### config.mk
export PLATFORM = sky130hd
export DESIGN_NAME = atx_serial_tx
export DESIGN_NICKNAME = d
export VERILOG_FILES = /design/src/rtl/atx_pkg.sv /design/src/rtl/atx_fsync_gen.sv /design/src/rtl/atx_slot_feed.sv /design/src/rtl/atx_serial_tx.sv
export SDC_FILE = /design/constraint.sdc
export NUM_CORES = 1
export LEC_CHECK = 0
export ABC_CLOCK_PERIOD_IN_PS = 7500
export BUFFER_PORTS_ARGS = -buffer_cell sky130_fd_sc_hd__buf_2
export CAP_MARGIN = 25
export CORE_MARGIN = 2
export CORE_UTILIZATION = 50
export DETAILED_ROUTE_END_ITERATION = 16
export GPL_ROUTABILITY_DRIVEN = 1
export PLACE_DENSITY = 0.67
export SYNTH_ARGS = -nofsm -noshare
export SYNTH_HDL_FRONTEND = slang
export SYNTH_HIERARCHICAL = 1
export SYNTH_SLANG_ARGS = --single-unit
### constraint.sdc
create_clock -name clk -period 7.5 [get_ports clk]
set_input_delay 0.75 -clock clk [delete_from_list [all_inputs] [get_ports clk]]
set_output_delay 0.75 -clock clk [all_outputs]
set_load 0.05 [all_outputs]
### src/rtl/atx_pkg.sv
package atx_pkg;

  localparam int SAMPLE_W = 32;

  typedef enum logic [1:0] {ST_IDLE, ST_START, ST_RUN} atx_state_e;

  // Field order fixes bit positions: fmt sits in bits [1:0].
  typedef struct packed {
    logic       fill_prev;
    logic       mono;
    logic [1:0] fs_mode;
    logic [2:0] slots_m1;
    logic       slot24;
    logic [2:0] len_code;
    logic [1:0] fmt;
  } atx_cfg_t;

  localparam int CFG_W = $bits(atx_cfg_t);

  function automatic logic [5:0] sample_len(input logic [2:0] code);
    case (code)
      3'd0:        return 6'd32;
      3'd1:        return 6'd24;
      3'd2:        return 6'd20;
      3'd3:        return 6'd18;
      3'd4, 3'd5:  return 6'd16;
      default:     return 6'd8;
    endcase
  endfunction

  function automatic logic [5:0] slot_len(input logic [2:0] code, input logic s24);
    case (code)
      3'd0:              return 6'd32;
      3'd1, 3'd2, 3'd3:  return s24 ? 6'd24 : 6'd32;
      3'd4, 3'd5:        return 6'd16;
      default:           return 6'd8;
    endcase
  endfunction

endpackage

### src/rtl/atx_fsync_gen.sv
module atx_fsync_gen #(
  parameter int PW = 9
) (
  input  logic          active,
  input  logic [1:0]    fmt,
  input  logic [1:0]    fs_mode,
  input  logic [PW-1:0] pos,
  input  logic [PW-1:0] frame_len,
  input  logic [5:0]    slot_w,
  output logic          fsync
);
  logic [PW-1:0] q, half, pulse_w;
  logic          lvl;

  always_comb begin
    half = frame_len >> 1;
    // formats 0 and 2 lead the data by one bit: look one position ahead
    if (!fmt[0])
      q = (pos == frame_len - PW'(1)) ? '0 : pos + PW'(1);
    else
      q = pos;
    case (fs_mode)
      2'd0:    pulse_w = PW'(slot_w);
      2'd1:    pulse_w = half;
      default: pulse_w = PW'(1);
    endcase
    if (fmt[1])      lvl = (q < pulse_w);
    else if (fmt[0]) lvl = (q < half);
    else             lvl = (q >= half);
    fsync = active & lvl;
  end
endmodule

### src/rtl/atx_slot_feed.sv
module atx_slot_feed #(
  parameter int NSLOT = 8,
  parameter int DW    = 32
) (
  input  logic                 clk,
  input  logic                 rst_n,
  input  logic                 s_valid,
  output logic                 s_ready,
  input  logic [DW-1:0]        s_data,
  input  logic                 load,
  input  logic [$clog2(NSLOT)-1:0] slot,
  input  logic                 mono,
  input  logic                 fill_prev,
  output logic [DW-1:0]        word,
  output logic [NSLOT-1:0]     uflow
);
  localparam int IW = $clog2(NSLOT);

  logic [DW-1:0]    hold_q, hold_d;
  logic             full_q, full_d;
  logic [DW-1:0]    last_q [NSLOT];
  logic [NSLOT-1:0] uflow_q, uflow_d;
  logic             odd_copy, take, starve;
  logic [IW-1:0]    prev_idx;

  always_comb begin
    odd_copy = mono & slot[0];
    take     = load & ~odd_copy & full_q;
    starve   = load & ~odd_copy & ~full_q;
    prev_idx = slot & ~IW'(1);
    if (odd_copy)       word = last_q[prev_idx];
    else if (full_q)    word = hold_q;
    else if (fill_prev) word = last_q[slot];
    else                word = '0;
    full_d = full_q;
    hold_d = hold_q;
    if (take) full_d = 1'b0;
    if (s_valid && !full_q) begin
      full_d = 1'b1;
      hold_d = s_data;
    end
    uflow_d = starve ? (NSLOT'(1) << slot) : '0;
  end

  always_ff @(posedge clk or negedge rst_n) begin
    if (!rst_n) begin
      hold_q  <= '0;
      full_q  <= 1'b0;
      uflow_q <= '0;
    end else begin
      hold_q  <= hold_d;
      full_q  <= full_d;
      uflow_q <= uflow_d;
    end
  end

  for (genvar i = 0; i < NSLOT; i++) begin : g_last
    always_ff @(posedge clk or negedge rst_n) begin
      if (!rst_n)                  last_q[i] <= '0;
      else if (load && slot == i)  last_q[i] <= word;
    end
  end

  assign s_ready = ~full_q;
  assign uflow   = uflow_q;
endmodule

### src/rtl/atx_serial_tx.sv
module atx_serial_tx
  import atx_pkg::*;
#(
  parameter int NSLOT_MAX = 8
) (
  input  logic                 clk,
  input  logic                 rst_n,
  input  logic                 bit_tick,
  input  logic [12:0]          cfg_i,
  input  logic                 en_stb,
  input  logic                 dis_stb,
  input  logic                 s_valid,
  output logic                 s_ready,
  input  logic [31:0]          s_data,
  output logic                 sdata,
  output logic                 fsync,
  output logic                 running,
  output logic [NSLOT_MAX-1:0] uflow
);
  localparam int DW = SAMPLE_W;
  localparam int IW = $clog2(NSLOT_MAX);
  localparam int PW = $clog2(NSLOT_MAX * DW) + 1;

  atx_state_e    st_q, st_d;
  atx_cfg_t      cfg_q, cfg_d;
  logic          stop_q, stop_d;
  logic [PW-1:0] pos_q, pos_d;
  logic [5:0]    bit_q, bit_d;
  logic [IW-1:0] slot_q, slot_d, ld_slot;
  logic [DW-1:0] sh_q, sh_d, feed_word;
  logic          load, slot_end, frame_end;
  logic [5:0]    slen, swid, lsh;
  logic [IW-1:0] ns_m1;
  logic [PW-1:0] frame_len;

  always_comb begin
    slen      = sample_len(cfg_q.len_code);
    swid      = slot_len(cfg_q.len_code, cfg_q.slot24);
    lsh       = 6'(DW) - slen;
    ns_m1     = cfg_q.fmt[1] ? IW'(cfg_q.slots_m1) : IW'(1);
    frame_len = (PW'(ns_m1) + PW'(1)) * PW'(swid);
    slot_end  = (bit_q == swid - 6'd1);
    frame_end = slot_end && (slot_q == ns_m1);
  end

  always_comb begin
    st_d    = st_q;
    cfg_d   = cfg_q;
    stop_d  = stop_q;
    pos_d   = pos_q;
    bit_d   = bit_q;
    slot_d  = slot_q;
    sh_d    = sh_q;
    load    = 1'b0;
    ld_slot = slot_q;
    case (st_q)
      ST_IDLE: if (en_stb) begin
        st_d   = ST_START;
        cfg_d  = atx_cfg_t'(cfg_i);
        stop_d = 1'b0;
      end
      ST_START: begin
        if (dis_stb) stop_d = 1'b1;
        if (bit_tick) begin
          st_d    = ST_RUN;
          load    = 1'b1;
          ld_slot = '0;
          pos_d   = '0;
          bit_d   = '0;
          slot_d  = '0;
        end
      end
      ST_RUN: begin
        if (dis_stb) stop_d = 1'b1;
        if (bit_tick) begin
          if (frame_end && stop_q) begin
            st_d = ST_IDLE;
          end else if (slot_end) begin
            load    = 1'b1;
            ld_slot = frame_end ? '0 : slot_q + IW'(1);
            slot_d  = ld_slot;
            bit_d   = '0;
            pos_d   = frame_end ? '0 : pos_q + PW'(1);
          end else begin
            bit_d = bit_q + 6'd1;
            pos_d = pos_q + PW'(1);
            sh_d  = {sh_q[DW-2:0], 1'b0};
          end
        end
      end
      default: st_d = ST_IDLE;
    endcase
    if (load) sh_d = feed_word << lsh;
  end

  always_ff @(posedge clk or negedge rst_n) begin
    if (!rst_n) begin
      st_q   <= ST_IDLE;
      cfg_q  <= '0;
      stop_q <= 1'b0;
      pos_q  <= '0;
      bit_q  <= '0;
      slot_q <= '0;
      sh_q   <= '0;
    end else begin
      st_q   <= st_d;
      cfg_q  <= cfg_d;
      stop_q <= stop_d;
      pos_q  <= pos_d;
      bit_q  <= bit_d;
      slot_q <= slot_d;
      sh_q   <= sh_d;
    end
  end

  atx_slot_feed #(.NSLOT(NSLOT_MAX), .DW(DW)) i_feed (
    .clk       (clk),
    .rst_n     (rst_n),
    .s_valid   (s_valid),
    .s_ready   (s_ready),
    .s_data    (s_data),
    .load      (load),
    .slot      (ld_slot),
    .mono      (cfg_q.mono),
    .fill_prev (cfg_q.fill_prev),
    .word      (feed_word),
    .uflow     (uflow)
  );

  atx_fsync_gen #(.PW(PW)) i_fsync (
    .active    (st_q == ST_RUN),
    .fmt       (cfg_q.fmt),
    .fs_mode   (cfg_q.fs_mode),
    .pos       (pos_q),
    .frame_len (frame_len),
    .slot_w    (swid),
    .fsync     (fsync)
  );

  assign sdata   = (st_q == ST_RUN) & sh_q[DW-1];
  assign running = (st_q != ST_IDLE);
endmodule

==> qor.yml <==
status: "finished clean"
yosys_register_bits: 363
gr-usage-met3_pct: 4.00
clock_latency_ps: 580
port_buffers: 62
drc_errors: 0
critPathCapture: "fsync"
clkTransAtPathRegs_ps: 60
coreArea_um2: 40900
setup_viol: 0
startpoint: "cfg_q[6]$_DFFE_PN0P_"
cts_tree: "done"
critPathArrivalTime_ps: 6490
relSlewSlack_pct: 30.5
drt_iter0_markers: 1381
boundaryPins: 63
die_x_um: 208
ant_nets: 0
finalCritPeriodShare_pct: 96.6
grt_usage_pct: 25.4
post_drt_wl_per_cell_um: 20.5
synth_ff_type: "dfrtp_1"
async_reset_ff_share_pct: 100
hold_viol_final: 0
criticalPathCategory: "flip-flop to output port"
drt-total-wl_um: 54500
rows: 74
postSynthAreaPerCell_um2: 10.1
use_met1_pct: 35.9
grt_pass1_wl_um: 88300
overflow: 0
dr_total_vias: 15800
grt_pass1_vias: 16100
cts_made_buffers: 42
grt_start_max_net_pins: 159
fill_cells: 3577
cts_buffer_depth: 3
grtUsageMet2_pct: 40.2
r2r_cells: 23
skew_ps: 21.2
ys_types: 91
grt.busiest_layer: "met2"
maxCapViolCount: 0
die_height_um: 208
critical_path_cell_count: 26
gp_congestion: 0.903
setup-tns-final_ps: 0
p_leak_nw: 10.0
final_layout_size_suffix_gt1_share_pct: 20.5
period_needed_ps: 7240
setup_slack_ps: 256
diodes: 0
drtPass1Iterations: 5
synthTopCellsByArea: "dfrtp_1 (44%), mux2i_1 (7.3%), mux2_2 (5.5%)"
syn2layout_area_growth_pct: 11.6
clock.fmax_mhz: 138
yosysTopAreaCell: "dfrtp_1"
critical_path.max_fanout: 6
layout_common_cells: "dfrtp_1 (361), nand2_1 (225), nor2_1 (174)"
critPathMaxStageDelay_ps: 520
regToRegSetupSlack_ps: 780
synth_cells: 2056
drv_slew: 0
cp_num_buf_inv: 2
p_per_area_nw_per_um2: 421
fin_hold_ws_ps: 96.0
worst_pin_slew_ps: 1040
vias_per_cell: 5.97
dieArea_um2: 43300
cts.hold.buffers_added: 0
cp_top_family: "adder cells"
end_kind: "output port"
crit_required_ps: 6750
antenna_found_initial: 1
synth-edff-count: 0
nets: 2177
r2r_start: "cfg_q[4]$_DFFE_PN0P_"
synth_top_area_share_pct: 43.6
postLayoutCoreUtil_pct: 56.8
ys_seq_area_share_pct: 43.6
final_common_cell: "dfrtp_1"
dpl.hpwl_um: 36100
reg2reg_to: "sh_q[28]$_DFFE_PN0P_"
place_ws_ps: 110
syn-cell-area_um2: 20800
peakVddDrop_v: 0.000221
cts-root-buf: "clkbuf_16"
cp_slowest_cell: "fa_1"
cp-start-kind: "flip-flop"
clock-sinks: 363
h-tree-depth: 2
start_util_pct: 50.9
hp-class: "input port to async pin"
yosysWarnings: 6
-- area by class of cell --
type,instances,area [um2],share of cell area [%]
Clock buffer,57,1210,5.20
Clock inverter,20,303,1.30
Inverter,68,255,1.10
Multi-Input combinational cell,1500,10900,47.0
Sequential cell,363,9090,39.1
Tap cell,532,666,2.86
Timing Repair Buffer,113,800,3.44
-- routing by layer --
layer  vias to the layer above  wire length (um)
met3                        96              3420
met4                         0              1320
met2                       487             24900
li1                       7443                 -
met5                         -                 0
met1                      7814             24800
-- timing repair --
item,4_1_cts,5_1_grt
buffers inserted,2,3
pin swaps,6,14
gates cloned,0,0
gates resized for setup,11,9
endpoints found under the setup margin,1,1
-- worst min-delay path by stage --
stage	startpoint	depth (start not counted)	end
after floorplan	i_feed/last_q[194]$_DFFE_PN0P_	2	i_feed/last_q[194]$_DFFE_PN0P_
after global placement	i_feed/last_q[128]$_DFFE_PN0P_	2	i_feed/last_q[128]$_DFFE_PN0P_
after detailed placement	i_feed/last_q[136]$_DFFE_PN0P_	2	i_feed/last_q[136]$_DFFE_PN0P_
after CTS	rst_n	1	i_feed/hold_q[12]$_DFFE_PN0P_
after global routing	rst_n	1	cfg_q[8]$_DFFE_PN0P_
final	rst_n	1	cfg_q[7]$_DFFE_PN0P_
-- stage by stage --
step / cell area [um2] / std cells / power [mW]
after CTS: 23100 / 2649 / 9.72
final: 23200 / 2653 / 9.78
after global routing: 23200 / 2653 / 10.4
after detailed placement: 21600 / 2570 / 7.42
after global placement: 21500 / 2568 / 7.33
after floorplan: 20900 / 2075 / 6.28
-- synth_stat cells, types with 5 or more instances --
cell type    n
a2111oi_0    7
a211oi_1    11
a21oi_1    144
a221oi_1    18
a221oi_2    14
a22oi_1      6
a31oi_1      9
a32o_1       5
and2_1      13
and3_1       7
buf_2       46
buf_4       15
buf_6       19
clkbuf_1    60
dfrtp_1    363
ha_1        36
inv_1       65
mux2_2     102
mux2i_1    152
mux4_2      44
nand2_1    228
nand2b_1    34
nand3_1     26
nand3b_1     6
nand4_1      7
nor2_1     176
nor2b_1     19
nor3_1      14
nor4_1       6
nor4_2       8
o21ai_0    127
o21ai_1     52
o21ai_2     12
o21bai_2     8
o22a_1       5
o22ai_1     28
o31a_1      10
o31ai_1      6
o32ai_1     18
or2_1        9
or2_2        9
xnor2_1     18
xor2_1       9
-- registers in the layout, indices dropped and copies added, names as in the netlist --
| signal | count |
|---|---|
| cfg_q | 13 |
| i_feed/hold_q | 32 |
| slot_q | 3 |
| i_feed/last_q | 256 |
| stop_q | 1 |
| sh_q | 32 |
| i_feed/full_q | 1 |
| bit_q | 6 |
| i_feed/uflow | 8 |
| st_q | 2 |
| pos_q | 9 |
-- kinds of logic (layout without fill, tap and decap cells) --
kind of cell | Yosys count | in the layout | share of synthesized area, %
DFF | 363 | 363 | 43.6
buffers and inverters | 212 | 258 | 5.06
muxes | 302 | 302 | 17.8
xor gates and xnor gates | 28 | 28 | 1.27
AOI/OAI and AO/OA | 525 | 525 | 16.7
and+or+nand+nor | 587 | 587 | 13.1
adders and majority gates | 38 | 38 | 2.36
other | 1 | 20 | 0.0180
-- report_power, final --
part	leakage [nW]	switching [mW]	total, mW	internal (mW)
logic	4.45	2.92	4.97	2.05
registers	4.83	0.286	2.62	2.33
clock network	0.739	0.871	2.19	1.32
Power figures use the tool's default switching activity.
